File: src/rtl/lit_pkg.sv
package lit_pkg;

  localparam int DATA_W   = 32;
  localparam int VEC_W    = 8;
  localparam int DIV_W    = 4;
  localparam int SHIFT_W  = 3;
  localparam int PRE_W    = (1 << SHIFT_W) - 1;
  localparam int MASK_BIT = 16;
  localparam int MODE_BIT = 17;

  typedef enum logic [1:0] {
    SEL_RELOAD = 2'd0,
    SEL_PRESC  = 2'd1,
    SEL_ENTRY  = 2'd2,
    SEL_LIVE   = 2'd3
  } reg_sel_e;

  typedef struct packed {
    logic             periodic;
    logic             masked;
    logic [VEC_W-1:0] vector;
  } entry_t;

  // Prescale code {b3,b1,b0}: 3'b111 is divide-by-1, otherwise shift = code + 1.
  function automatic logic [SHIFT_W-1:0] code_to_shift(input logic [DIV_W-1:0] dc);
    logic [2:0] c;
    c = {dc[3], dc[1:0]};
    if (c == 3'b111) return '0;
    return SHIFT_W'(c + 3'd1);
  endfunction

endpackage

File: src/rtl/lit_regs.sv
module lit_regs
  import lit_pkg::*;
#(
  parameter int CNT_W = 32
) (
  input  logic              clk,
  input  logic              rst_n,
  input  logic              wr_en,
  input  logic [1:0]        wr_sel,
  input  logic [DATA_W-1:0] wr_data,
  input  logic [1:0]        rd_sel,
  input  logic [CNT_W-1:0]  live_i,
  output logic [CNT_W-1:0]  reload_o,
  output logic [CNT_W-1:0]  load_val_o,
  output logic              load_o,
  output logic [SHIFT_W-1:0] shift_o,
  output entry_t            entry_o,
  output logic [DATA_W-1:0] rd_data
);

  logic [CNT_W-1:0] reload_q;
  logic [DIV_W-1:0] presc_q;
  entry_t           entry_q;
  reg_sel_e         wsel;
  reg_sel_e         rsel;

  assign wsel       = reg_sel_e'(wr_sel);
  assign rsel       = reg_sel_e'(rd_sel);
  assign load_o     = wr_en && (wsel == SEL_RELOAD);
  assign load_val_o = wr_data[CNT_W-1:0];

  always_ff @(posedge clk or negedge rst_n) begin
    if (!rst_n) begin
      reload_q         <= '0;
      presc_q          <= '0;
      entry_q.periodic <= 1'b0;
      entry_q.masked   <= 1'b1;
      entry_q.vector   <= '0;
    end else if (wr_en) begin
      unique case (wsel)
        SEL_RELOAD: reload_q <= wr_data[CNT_W-1:0];
        SEL_PRESC:  presc_q  <= {wr_data[3], 1'b0, wr_data[1:0]};
        SEL_ENTRY: begin
          entry_q.vector   <= wr_data[VEC_W-1:0];
          entry_q.masked   <= wr_data[MASK_BIT];
          entry_q.periodic <= wr_data[MODE_BIT];
        end
        SEL_LIVE: ;
        default: ;
      endcase
    end
  end

  always_comb begin
    rd_data = '0;
    unique case (rsel)
      SEL_RELOAD: rd_data = DATA_W'(reload_q);
      SEL_PRESC:  rd_data[DIV_W-1:0] = presc_q;
      SEL_ENTRY: begin
        rd_data[VEC_W-1:0] = entry_q.vector;
        rd_data[MASK_BIT]  = entry_q.masked;
        rd_data[MODE_BIT]  = entry_q.periodic;
      end
      SEL_LIVE:   rd_data = DATA_W'(live_i);
      default:    rd_data = '0;
    endcase
  end

  assign reload_o = reload_q;
  assign shift_o  = code_to_shift(presc_q);
  assign entry_o  = entry_q;

  AST_LIVE_READ_ONLY: assert property (@(posedge clk) disable iff (!rst_n)
    (wr_en && wsel == SEL_LIVE) |=> $stable(reload_q));

endmodule

File: src/rtl/lit_prescaler.sv
module lit_prescaler
  import lit_pkg::*;
(
  input  logic               clk,
  input  logic               rst_n,
  input  logic               restart_i,
  input  logic [SHIFT_W-1:0] shift_i,
  output logic               tick_o
);

  logic [PRE_W-1:0] phase_q;
  logic [PRE_W-1:0] sel_mask;

  // Low-bit mask of the phase counter for the selected divisor.
  always_comb begin
    sel_mask = '0;
    for (int i = 0; i < PRE_W; i++) begin
      if (i < int'(shift_i)) sel_mask[i] = 1'b1;
    end
  end

  always_ff @(posedge clk or negedge rst_n) begin
    if (!rst_n)         phase_q <= '0;
    else if (restart_i) phase_q <= '0;
    else                phase_q <= phase_q + 1'b1;
  end

  assign tick_o = !restart_i && ((phase_q & sel_mask) == sel_mask);

  AST_TICK_GAP: assert property (@(posedge clk) disable iff (!rst_n)
    (tick_o && shift_i != '0) |=> (!tick_o || shift_i != $past(shift_i)));

endmodule

File: src/rtl/lit_counter.sv
module lit_counter #(
  parameter int CNT_W = 32
) (
  input  logic             clk,
  input  logic             rst_n,
  input  logic             load_i,
  input  logic [CNT_W-1:0] load_val_i,
  input  logic [CNT_W-1:0] reload_i,
  input  logic             periodic_i,
  input  logic             tick_i,
  output logic [CNT_W-1:0] live_o,
  output logic             fire_o
);

  logic [CNT_W-1:0] live_q;
  logic             armed_q;
  logic             at_zero;

  assign at_zero = (live_q == '0);

  always_ff @(posedge clk or negedge rst_n) begin
    if (!rst_n) begin
      live_q  <= '0;
      armed_q <= 1'b0;
    end else if (load_i) begin
      live_q  <= load_val_i;
      armed_q <= (load_val_i != '0);
    end else if (tick_i) begin
      if (!at_zero)        live_q  <= live_q - 1'b1;
      else if (periodic_i) live_q  <= reload_i;
      else                 armed_q <= 1'b0;
    end
  end

  assign fire_o = tick_i && !load_i && at_zero &&
                  (periodic_i ? (reload_i != '0) : armed_q);
  assign live_o = live_q;

  AST_LIVE_BOUNDED: assert property (@(posedge clk) disable iff (!rst_n)
    live_q <= reload_i);

  AST_ONESHOT_PARKS: assert property (@(posedge clk) disable iff (!rst_n)
    (!periodic_i && at_zero && !load_i) |=> (live_q == '0));

  AST_PERIOD_RELOAD: assert property (@(posedge clk) disable iff (!rst_n)
    (periodic_i && tick_i && at_zero && !load_i) |=> (live_q == $past(reload_i)));

endmodule

File: src/rtl/local_irq_timer.sv
module local_irq_timer
  import lit_pkg::*;
#(
  parameter int CNT_W = 32
) (
  input  logic              clk,
  input  logic              rst_n,
  input  logic              wr_en,
  input  logic [1:0]        wr_sel,
  input  logic [DATA_W-1:0] wr_data,
  input  logic [1:0]        rd_sel,
  output logic [DATA_W-1:0] rd_data,
  output logic              irq_valid,
  output logic [VEC_W-1:0]  irq_vector
);

  logic [CNT_W-1:0]   reload;
  logic [CNT_W-1:0]   load_val;
  logic [CNT_W-1:0]   live;
  logic               load;
  logic [SHIFT_W-1:0] shift;
  entry_t             entry;
  logic               tick;
  logic               fire;
  logic               irq_q;
  logic [VEC_W-1:0]   vec_q;

  lit_regs #(.CNT_W(CNT_W)) u_regs (
    .clk        (clk),
    .rst_n      (rst_n),
    .wr_en      (wr_en),
    .wr_sel     (wr_sel),
    .wr_data    (wr_data),
    .rd_sel     (rd_sel),
    .live_i     (live),
    .reload_o   (reload),
    .load_val_o (load_val),
    .load_o     (load),
    .shift_o    (shift),
    .entry_o    (entry),
    .rd_data    (rd_data)
  );

  lit_prescaler u_presc (
    .clk       (clk),
    .rst_n     (rst_n),
    .restart_i (load),
    .shift_i   (shift),
    .tick_o    (tick)
  );

  lit_counter #(.CNT_W(CNT_W)) u_cnt (
    .clk        (clk),
    .rst_n      (rst_n),
    .load_i     (load),
    .load_val_i (load_val),
    .reload_i   (reload),
    .periodic_i (entry.periodic),
    .tick_i     (tick),
    .live_o     (live),
    .fire_o     (fire)
  );

  always_ff @(posedge clk or negedge rst_n) begin
    if (!rst_n) begin
      irq_q <= 1'b0;
      vec_q <= '0;
    end else begin
      irq_q <= fire && !entry.masked;
      if (fire && !entry.masked) vec_q <= entry.vector;
    end
  end

  assign irq_valid  = irq_q;
  assign irq_vector = vec_q;

  AST_MASK_QUIET: assert property (@(posedge clk) disable iff (!rst_n)
    irq_valid |-> !$past(entry.masked));

  AST_IRQ_ONE_CYCLE: assert property (@(posedge clk) disable iff (!rst_n)
    irq_valid |=> !irq_valid);

  AST_IRQ_VECTOR: assert property (@(posedge clk) disable iff (!rst_n)
    irq_valid |-> (irq_vector == $past(entry.vector)));

endmodule

File: config.mk
export PLATFORM = sky130hd
export DESIGN_NAME = local_irq_timer
export DESIGN_NICKNAME = d
export VERILOG_FILES = /design/src/rtl/lit_pkg.sv /design/src/rtl/lit_regs.sv /design/src/rtl/lit_prescaler.sv /design/src/rtl/lit_counter.sv /design/src/rtl/local_irq_timer.sv
export SDC_FILE = /design/constraint.sdc
export NUM_CORES = 1
export LEC_CHECK = 0
export ABC_AREA = 1
export CORE_ASPECT_RATIO = 1.5
export CORE_MARGIN = 3
export CORE_UTILIZATION = 51
export CTS_CLUSTER_DIAMETER = 100
export CTS_CLUSTER_SIZE = 10
export DETAILED_ROUTE_END_ITERATION = 7
export GPL_ROUTABILITY_DRIVEN = 0
export MAX_ROUTING_LAYER = met4
export PLACE_DENSITY = 0.73
export SLEW_MARGIN = 30
export SYNTH_ARGS = -nofsm -noshare
export SYNTH_HDL_FRONTEND = slang
export SYNTH_SLANG_ARGS = --single-unit
File: constraint.sdc
create_clock -name clk -period 1.8 [get_ports clk]
set_clock_uncertainty 0.15 [all_clocks]
set_input_delay 0.27 -clock clk [delete_from_list [all_inputs] [get_ports clk]]
set_output_delay 0.27 -clock clk [all_outputs]
set_load 0.03 [all_outputs]
* Word level (Yosys, flattened, before mapping)
Cells that the tools add are included.
Widths: inputs -> output; s select.
** Storage, ports and cells
- Logic and storage cells :: 75
- Input bits :: 39
- Output and inout port bits :: 41
- Bits in registers :: 94
** Cells by class
- Multiplexer cells :: 25
- Equality and inequality tests :: 9
- Add/sub/neg operators :: 3
- Bitwise logic cells :: 1
- Order comparisons :: 7
- Reductions and logical operators :: 20
** Operators by type and width (count)
- $mux 32 :: 4
- $reduce_bool 32->1 :: 2
- $logic_not 32->1 :: 1
- $sub 32x1->32 const B :: 1
- $pmux 14 s2 :: 1
- $pmux 4 s4 :: 1
- $pmux 8 s2 :: 1
- $mux 1 :: 13
- $pmux 4 s3 :: 1
- $lt 3x3->1 const A :: 3
- $reduce_and 2->1 :: 4
- $add 7x1->7 const B :: 1
- $and 7x7->7 :: 1
- $eq 7x7->1 :: 1
- $mux 7 :: 1
- $eq 2x2->1 const B :: 3
- $logic_and 1x1->1 :: 6
- $lt 1x3->1 const A :: 2
- $lt 2x3->1 const A :: 2
- $mux 3 :: 2
- $pmux 2 s3 :: 1
- $eq 2x1->1 const B :: 2
- $logic_not 2->1 :: 2
- $reduce_bool 2->1 :: 2
- other kinds (6) :: 7

* Longest topological paths before layout
Gate-level depths: netlist of run 1.
- Depth after elaboration :: 12
- Gate-level depth with buffers :: 13
- Depth with buffers taken out :: 13

* By module
Synthesis of run 1 repeated with hierarchy kept, for this count alone.
** Second synthesis, totals
- Cells, all modules :: 1035
- Area total of the unflattened synthesis :: 6702.7 µm²
** Modules (own cells, without submodules)
- lit_counter :: seq. area each 825.8 µm², instances 1, area each 3206.8 µm², cells an instance 567
- lit_regs :: seq. area each 1127.3 µm², instances 1, area each 2755.1 µm², cells an instance 385
- local_irq_timer :: seq. area each 225.2 µm², instances 1, area each 371.6 µm², cells an instance 37
- lit_prescaler :: seq. area each 175.2 µm², instances 1, area each 369.1 µm², cells an instance 46

* Least setup slack after synthesis of run 1
No wires, ideal clock.
- Kind :: input to output
- Start :: input port rd_sel[1]
- End :: output port rd_data[10]
- Buffers on the path :: 2
- Path slack :: -0.253 ns
- Required time :: 1.380 ns
- Data arrival time :: 1.633 ns
- Cell stages on the path :: 6
- Path through :: inv_1 > ha_1 > clkbuf_1 > buf_1 > nand2_1 > a21oi_1
** Between the ends
- Longest elaborated chain between the ends :: 2
- Elaborated cells on any way between the ends :: 3
- Those cells by class :: eq/ne (1); mux (1); reduce/logical (1)
** RTL lines
- start, declared :: line local_irq_timer.sv:11 : input logic [1:0] rd_sel,
- $eq 2x2->1 or $logic_not 2->1 (tied branches) :: line lit_regs.sv:56 : unique case (rsel)
- $pmux 8 s2 * :: line lit_regs.sv:56
- end, declared :: line local_irq_timer.sv:12 : output logic [DATA_W-1:0] rd_data,
Mark *: on every way between the ends. The rest lies on a longest branch, timed or not.

* Worst setup path after layout of run 1
- Start :: register u_cnt.live_q[5], in the netlist u_cnt.live_o[5]
- End :: register u_cnt.live_q[26], in the netlist u_cnt.live_o[26]
** Between the ends
- Longest elaborated chain between the ends :: 4
- Elaborated cells on any way between the ends :: 7
- Those cells by class :: add/sub (1); eq/ne (1); mux (3); reduce/logical (2)
** RTL lines
- start, declared :: line lit_counter.sv:15 : logic [CNT_W-1:0] live_q;
- start signal, assigned :: line lit_counter.sv:26 : live_q <= load_val_i;
- start signal, assigned :: line lit_counter.sv:29 : if (!at_zero) live_q <= live_q - 1'b1;
- start signal, assigned :: line lit_counter.sv:30 : else if (periodic_i) live_q <= reload_i;
- $sub 32x1->32 or $logic_not 32->1 (tied branches) :: line lit_counter.sv:29, lit_counter.sv:19
- $mux 32 :: line lit_counter.sv:29
- $mux 32 :: line lit_counter.sv:28 : end else if (tick_i) begin
- $mux 32 :: line lit_counter.sv:25 : end else if (load_i) begin
Parallel ways exist; a longest one is shown, timed or not. The select of a mux whose other input is x is not followed.
A chain may end at the register's enable or synchronous reset.

==> key figures, run 1 <==
Clock network
  – Clock Path Buffers: 2
  – CTS root buffer: clkbuf_16
  – Worst-Skew Late Latency: 360 ps
  – CTS tree: done
  – Htree depth: 3
  – Worst-path clk slew: ~70 ps
  – CTS Sinks: 94
  – Num CTS Buffers: 9

STA
  – Final setup vio count: 50
  – Fmax: 0.484 GHz
  – Worst rel slew slack: 0.672
  – Max Slew Vio Count: 0
  – Least-Margin Pin Slew: 493 ps
  – Post-layout min period: 2070 ps
  – Hold Violations, Final: 0
  – Final period util: 1.15
  – Setup TNS Final: -9170 ps
  – Setup WS post-layout: -266 ps
  – Unrepaired setup endpoints after global routing: yes

Final layout
  – Area grow syn2layout: 55.1%
  – Final Util: 0.820
  – Most frequent cells in the layout: 291 x nand2_1, 164 x buf_4, 92 x dfrtp_1, 87 x inv_1, 71 x nor2_1
  – Non-Filler Instances: about 1,300
  – Nets: 1,212
  – Post-layout instance area: around 9600 µm²
  – Diode count: 0
  – Layout cells sized above 1: 0.336
  – Fill count: 736
  – Most common cell after layout, fill and taps aside: nand2_1

Global routing
  – Tot GR Track Use: 0.356
  – Grt ovf: 0
  – First-pass GRT wire length: 36.0 mm
  – Vias in the first global route: 7,368
  – Initial antenna violation count: 0
  – Largest net degree at the start of global routing: 41

Placed design
  – Placement Cell Area: about 8400 µm²
  – Dpl hpwl: 16.6 mm
  – Buffers on Ports: 79
  – Dpl cells: 1,278

Die
  – Die width: 95.9 µm
  – Core Region: 11,700 µm²
  – Die ar.: 13,500 µm²
  – Initial Util: 0.528
  – Top-Level Pins: 80
  – # rows: 48
  – Die Ht: 141 µm

Min path
  – Worst min path class: input pin to asynchronous set/reset pin

Routing
  – Via/cell ratio: between 5 and 6
  – Drt drc: 0
  – First-pass iteration count of the detailed router: 7
  – Initial DRC count: 793
  – Routed wire length: about 25 mm
  – Vias: 7,770
  – Antenna-violating nets left: 0
  – Routed WL per cell: 18.8 µm

Power
  – Final Power: 12.3 mW
  – Leakage Power: 4.84 nW
  – Maximum VDD drop: 0.671 mV
  – Pwr dens: 1280 nW/µm²

Yosys
  – Post-synthesis sequential area ratio: 0.380
  – Syn Nets: slightly below 1,000
  – Synth cell types: 35
  – Ys flop type: dfrtp_1
  – Synth warnings: 0
  – Avg Cell Area, Syn: 6.67 µm²
  – Async S/R FF share, synth: 1.00
  – Post-synth EDFFs: 0
  – Synth Instances: 928
  – Post-synthesis cell area: 6190 µm²
  – Yosys reg bits: 94

Critical path
  – Crit Path Category: register to register
  – CP max FO: 10
  – Critical path endpoint category: register
  – Startpoint Class: register
  – CP arrival: between 2000 and 2500 ps
  – CP Data Required Time: 1890 ps

Outcome
  – Status: complete, but fails checks
  – Failing checks: negative setup slack

Flow run
  – Maxcap violations: 0
## registers in the layout (all words and copies together), names as in the netlist
register	count
u_regs.entry_o	10
u_presc.phase_q	7
irq_valid	1
u_cnt.armed_q	1
u_regs.presc_q	3
irq_vector	8
u_regs.reload_o	32
u_cnt.live_o	32
## per-layer routing
metal,GRT usage,routed length (µm),share of wire
met1,0.389,8470,0.34
met2,0.598,12000,0.49
met3,0.0566,2130,0.086
met4,0.211,2170,0.087
met5,-,0,0
## report_power, final
part	switching (mW)	internal, mW	leakage, nW
clock	0.842	1.25	0.153
combinational	4.05	3.00	3.51
sequential	0.487	2.65	1.17
total	5.38	6.90	4.84
## worst max-delay path, cell delays in order, from the launching register on
cell	delay, ps
dfrtp_1	420
nor2_2	160
nand2_2	150
nor2_2	180
nand2_4	80
nor2_8	170
nand3_4	140
buf_4	230
a21oi_1	210
a21oi_2	50
## metrics by stage
step / hold slack (ps) / setup slack, ps
finish: 267 / -266
global route: 317 / -373
CTS: 280 / -134
detailed placement: 115 / -516
global placement: 115 / -460
floorplan: -176 / -9.12
## cell usage after synthesis (all sizes together), types with 7 or more instances
cell,n,area (µm²)
o21bai,7,52.6
dfrtp,93,2330
o211ai,7,52.6
clkbuf,11,41.3
ha,11,138
nand4,17,106
buf,17,100
nand3,73,370
o21ai,45,229
a21oi,66,330
nand2,321,1230
nor4,8,50.1
inv,108,405
nor2,116,497
## what timing repair did
| action | in CTS | in global routing |
|---|---|---|
| cloned | 0 | 3 |
| hold buffers | 1 | 0 |
| buffers inserted | 8 | 12 |
| endpoints found under the hold margin | 30 | 0 |
| gates resized for setup | 108 | 106 |
| pin swaps | 18 | 42 |
| endpoints found under the setup margin | 80 | 54 |
## path summary, 6_finish.rpt
kind	start	to	slack, ps	cells past startpoint
hold / removal	rst_n	irq_vector[5]$_DFFE_PN0P_	270	2
setup / recovery	u_cnt.live_o[5]$_DFFE_PN0P_	u_cnt.live_o[26]$_DFFE_PN0P_	-270	9
min in group clk	u_presc.phase_q[6]$_DFF_PN0_	u_presc.phase_q[6]$_DFF_PN0_	330	1
max in group asynchronous	rst_n	u_cnt.live_o[30]$_DFFE_PN0P_	660	3
setup reg to reg	u_cnt.live_o[5]$_DFFE_PN0P_	u_cnt.live_o[26]$_DFFE_PN0P_	-270	9
hold reg to reg	u_presc.phase_q[6]$_DFF_PN0_	u_presc.phase_q[6]$_DFF_PN0_	330	1
## layout make-up
class | instances | area (µm²) | area share
Sequential cell | 94 | 2350 | 0.245
Inverter | 110 | 443 | 0.0461
Clock inverter | 3 | 68.8 | 0.00717
Tap cell | 150 | 188 | 0.0196
Multi-Input combinational cell | 696 | 4030 | 0.420
Timing Repair Buffer | 251 | 2270 | 0.236
Clock buffer | 12 | 246 | 0.0257
## kinds of logic after synthesis
family | share of synthesized area
fa+ha+maj | 0.0222
buf+inv | 0.0898
simple gates | 0.368
flops | 0.380
mux | 0.00910
xor+xnor | 0.0127
compound gates | 0.118
No activity file was read; power rests on OpenSTA's default activity.
==> run 2: changes to the inputs <==
--- a/config.mk
+++ b/config.mk
@@ -6,15 +6,15 @@
 export NUM_CORES = 1
 export LEC_CHECK = 0
 export ABC_AREA = 1
-export CORE_ASPECT_RATIO = 1.5
+export CORE_ASPECT_RATIO = 0.7
 export CORE_MARGIN = 3
-export CORE_UTILIZATION = 51
+export CORE_UTILIZATION = 56
 export CTS_CLUSTER_DIAMETER = 100
 export CTS_CLUSTER_SIZE = 10
 export DETAILED_ROUTE_END_ITERATION = 7
 export GPL_ROUTABILITY_DRIVEN = 0
 export MAX_ROUTING_LAYER = met4
-export PLACE_DENSITY = 0.73
+export PLACE_DENSITY = 0.79
 export SLEW_MARGIN = 30
 export SYNTH_ARGS = -nofsm -noshare
 export SYNTH_HDL_FRONTEND = slang
==> constraint.sdc (replaced) <==
create_clock -name clk -period 2.3 [get_ports clk]
set_clock_uncertainty 0.15 [all_clocks]
set_input_delay 0.345 -clock clk [delete_from_list [all_inputs] [get_ports clk]]
set_output_delay 0.345 -clock clk [all_outputs]
set_load 0.03 [all_outputs]
==> run 2 against run 1 <==
The flow now finishes without violations. Sequential share of layout area grew 5.4 points. First-iteration DRC count down 5.5%. Register-to-register slack gained 380 ps. Utilization fell by 7.5 points. Die area decreased by 8.5%. Count of clock-buffer cells in the layout is 2 lower. Worst setup slack gained 380 ps. Cell count fell by 8.8%. Fmax decreased by 5.6%. Design area fell by 18%. Hold slack improved by 50 ps. Highest routed layer unchanged.
==> key figures, run 2 (synthesis gave the netlist of run 1 again) <==
Power
  – Switching part of the total: 0.437
  – Leakage Power: slightly above 4 nW
  – Sw Pwr: 3.33 mW
  – Clk pwr share: 0.220
  – Internal: 4.28 mW
  – Power share of the sequential group: 0.327
  – Maximum VDD drop: 0.587 mV
  – Pwr dens: between 900 and 1000 nW/µm²
  – Combinational share of power: 0.452
  – Final Power: about 7.6 mW

Outcome
  – Status: complete, no violations

Global routing
  – Grt ovf: 0
  – First-pass GRT wire length: approximately 32 mm
  – Vias in the first global route: 6,196
  – Initial antenna violation count: 0
  – Tot GR Track Use: 0.338
  – Largest net degree at the start of global routing: 39

STA
  – Max Slew Vio Count: 0
  – Setup WS post-layout: 113 ps
  – Fmax: 0.457 GHz
  – Unrepaired setup endpoints after global routing: no
  – Worst rel slew slack: 0.710
  – Final setup vio count: 0
  – Post-layout min period: 2190 ps
  – Hold Violations, Final: 0
  – Least-Margin Pin Slew: 434 ps
  – Final period util: 0.951

Routing
  – Vias: 6,729
  – Routed wire length: between 15 and 20 mm
  – Routed WL per cell: 16.6 µm
  – Drt drc: 0
  – First-pass iteration count of the detailed router: 5
  – Via/cell ratio: roughly 5.6
  – Antenna-violating nets left: 0
  – Initial DRC count: 749

Critical path
  – Critical path endpoint category: register
  – Most frequent CP cell: nand2_1
  – Worst r2r path cells: 8
  – CP arrival: around 2300 ps
  – Cell breakdown of the critical path: nor2_1 -> nand2_1 -> nor2_2 -> nand2_1 -> o21ai_0 -> nand3_1 -> nand2_1 -> a21oi_1
  – Crit Path Category: register to register
  – Critical path's largest stage delay: 480 ps
  – CP max FO: 8
  – CP max stage cell: dfrtp_1
  – Worst reg2reg setup slack: about 110 ps
  – Startpoint Class: register
  – CP Data Required Time: 2380 ps

Die
  – Die Ht: 93.9 µm
  – Core Region: roughly 11,000 µm²
  – Initial Util: 0.586
  – Die width: 132 µm
  – Top-Level Pins: 80
  – # rows: 31
  – Die ar.: 12,400 µm²

Clock network
  – Htree depth: 3
  – CTS root buffer: clkbuf_16
  – Clock Path Buffers: 2
  – Num CTS Buffers: 9
  – CTS tree: done
  – Worst-path clk slew: 70 ps
  – CTS Sinks: 94
  – Worst-Skew Late Latency: approximately 350 ps

Final layout
  – Diode count: 0
  – Layout cells sized above 1: 0.142
  – Area grow syn2layout: 27.0%
  – Most frequent cells in the layout: 314 x nand2_1, 102 x inv_1, 102 x nor2_1, 92 x dfrtp_1, 77 x buf_4
  – Nets: 1,097
  – Fill count: 845
  – Register Area: 2350 µm²
  – Most common cell after layout, fill and taps aside: nand2_1
  – Post-layout instance area: 7860 µm²
  – Multi-input logic area: 3300 µm²

Placed design
  – Setup WS pre-CTS: -87.3 ps
  – Buffers on Ports: 79
  – Dpl hpwl: between 15 and 20 mm
  – Placement Cell Area: 7450 µm²

Min path
  – Worst min path class: input pin to asynchronous set/reset pin

Flow run
  – Maxcap violations: 0
[run 2: path summary, 6_finish.rpt]
path | startpoint | end
min reg2reg | irq_vector[5]$_DFFE_PN0P_ | irq_vector[5]$_DFFE_PN0P_
min | rst_n | irq_vector[4]$_DFFE_PN0P_
max in group asynchronous | rst_n | u_regs.entry_o[8]$_DFFE_PN1P_
min in group clk | irq_vector[5]$_DFFE_PN0P_ | irq_vector[5]$_DFFE_PN0P_
max reg2reg | u_cnt.live_o[2]$_DFFE_PN0P_ | u_cnt.live_o[25]$_DFFE_PN0P_
max | u_cnt.live_o[2]$_DFFE_PN0P_ | u_cnt.live_o[25]$_DFFE_PN0P_
[run 2: per-stage QoR]
step,util,hold slack [ps],instances,TNS (ps)
detailed placement,0.707,142,1179,-328
global route,0.745,350,1200,0
finish,0.745,317,1200,0
CTS,0.740,325,1196,0
global placement,0.707,146,1179,-160
floorplan,-,-101,928,0
[run 2: routing by layer]
| layer | up-vias | track usage | share of wire |
|---|---|---|---|
| met5 | - | - | 0 |
| met4 | 0 | 0.0787 | 0.015 |
| met3 | 30 | 0.0969 | 0.14 |
| met2 | 440 | 0.470 | 0.40 |
| met1 | 3051 | 0.490 | 0.45 |
| li1 | 3208 | - | - |
[run 2: power groups by stage]
stage          combinational (mW)  clock, mW  sequential (mW)
4_1_cts                      3.32       1.68             2.47
3_3_place_gp                 3.23          0             2.49
2_1_floorplan                2.17          0             2.44
5_1_grt                      3.79       1.76             2.54
6_report                     3.44       1.68             2.49
3_5_place_dp                 3.29          0             2.50
[run 2: area by class of cell]
type	instances	share of cell area
clock buffer	10	0.0304
clock inverter	6	0.0116
inverter	110	0.0534
multi-input combinational	696	0.420
sequential	94	0.300
tap	148	0.0236
timing repair buffer	136	0.161
[run 2: timing repair]
action	4_1_cts	5_1_grt
hold endpoints to repair	25	0
setup buffers	0	4
gates resized for setup	7	9
hold buffers	1	0
endpoints found under the setup margin	15	34
pin swaps	1	3
[run 2: worst max-delay path: cells and delay by family, from the launching register on]
family             cells  cell delay, ps
DFF                    1             480
and+or+nand+nor        6            1120
AOI/OAI and AO/OA      2             330
==> run 3: changes to the inputs <==
--- a/config.mk
+++ b/config.mk
@@ -13,6 +13,7 @@
 export CTS_CLUSTER_SIZE = 10
 export DETAILED_ROUTE_END_ITERATION = 7
 export GPL_ROUTABILITY_DRIVEN = 0
+export HOLD_SLACK_MARGIN = 0.03
 export MAX_ROUTING_LAYER = met4
 export PLACE_DENSITY = 0.79
 export SLEW_MARGIN = 30
==> results of run 3 <==
No change in the layout: final DEF, timing and power equal those of run 2.
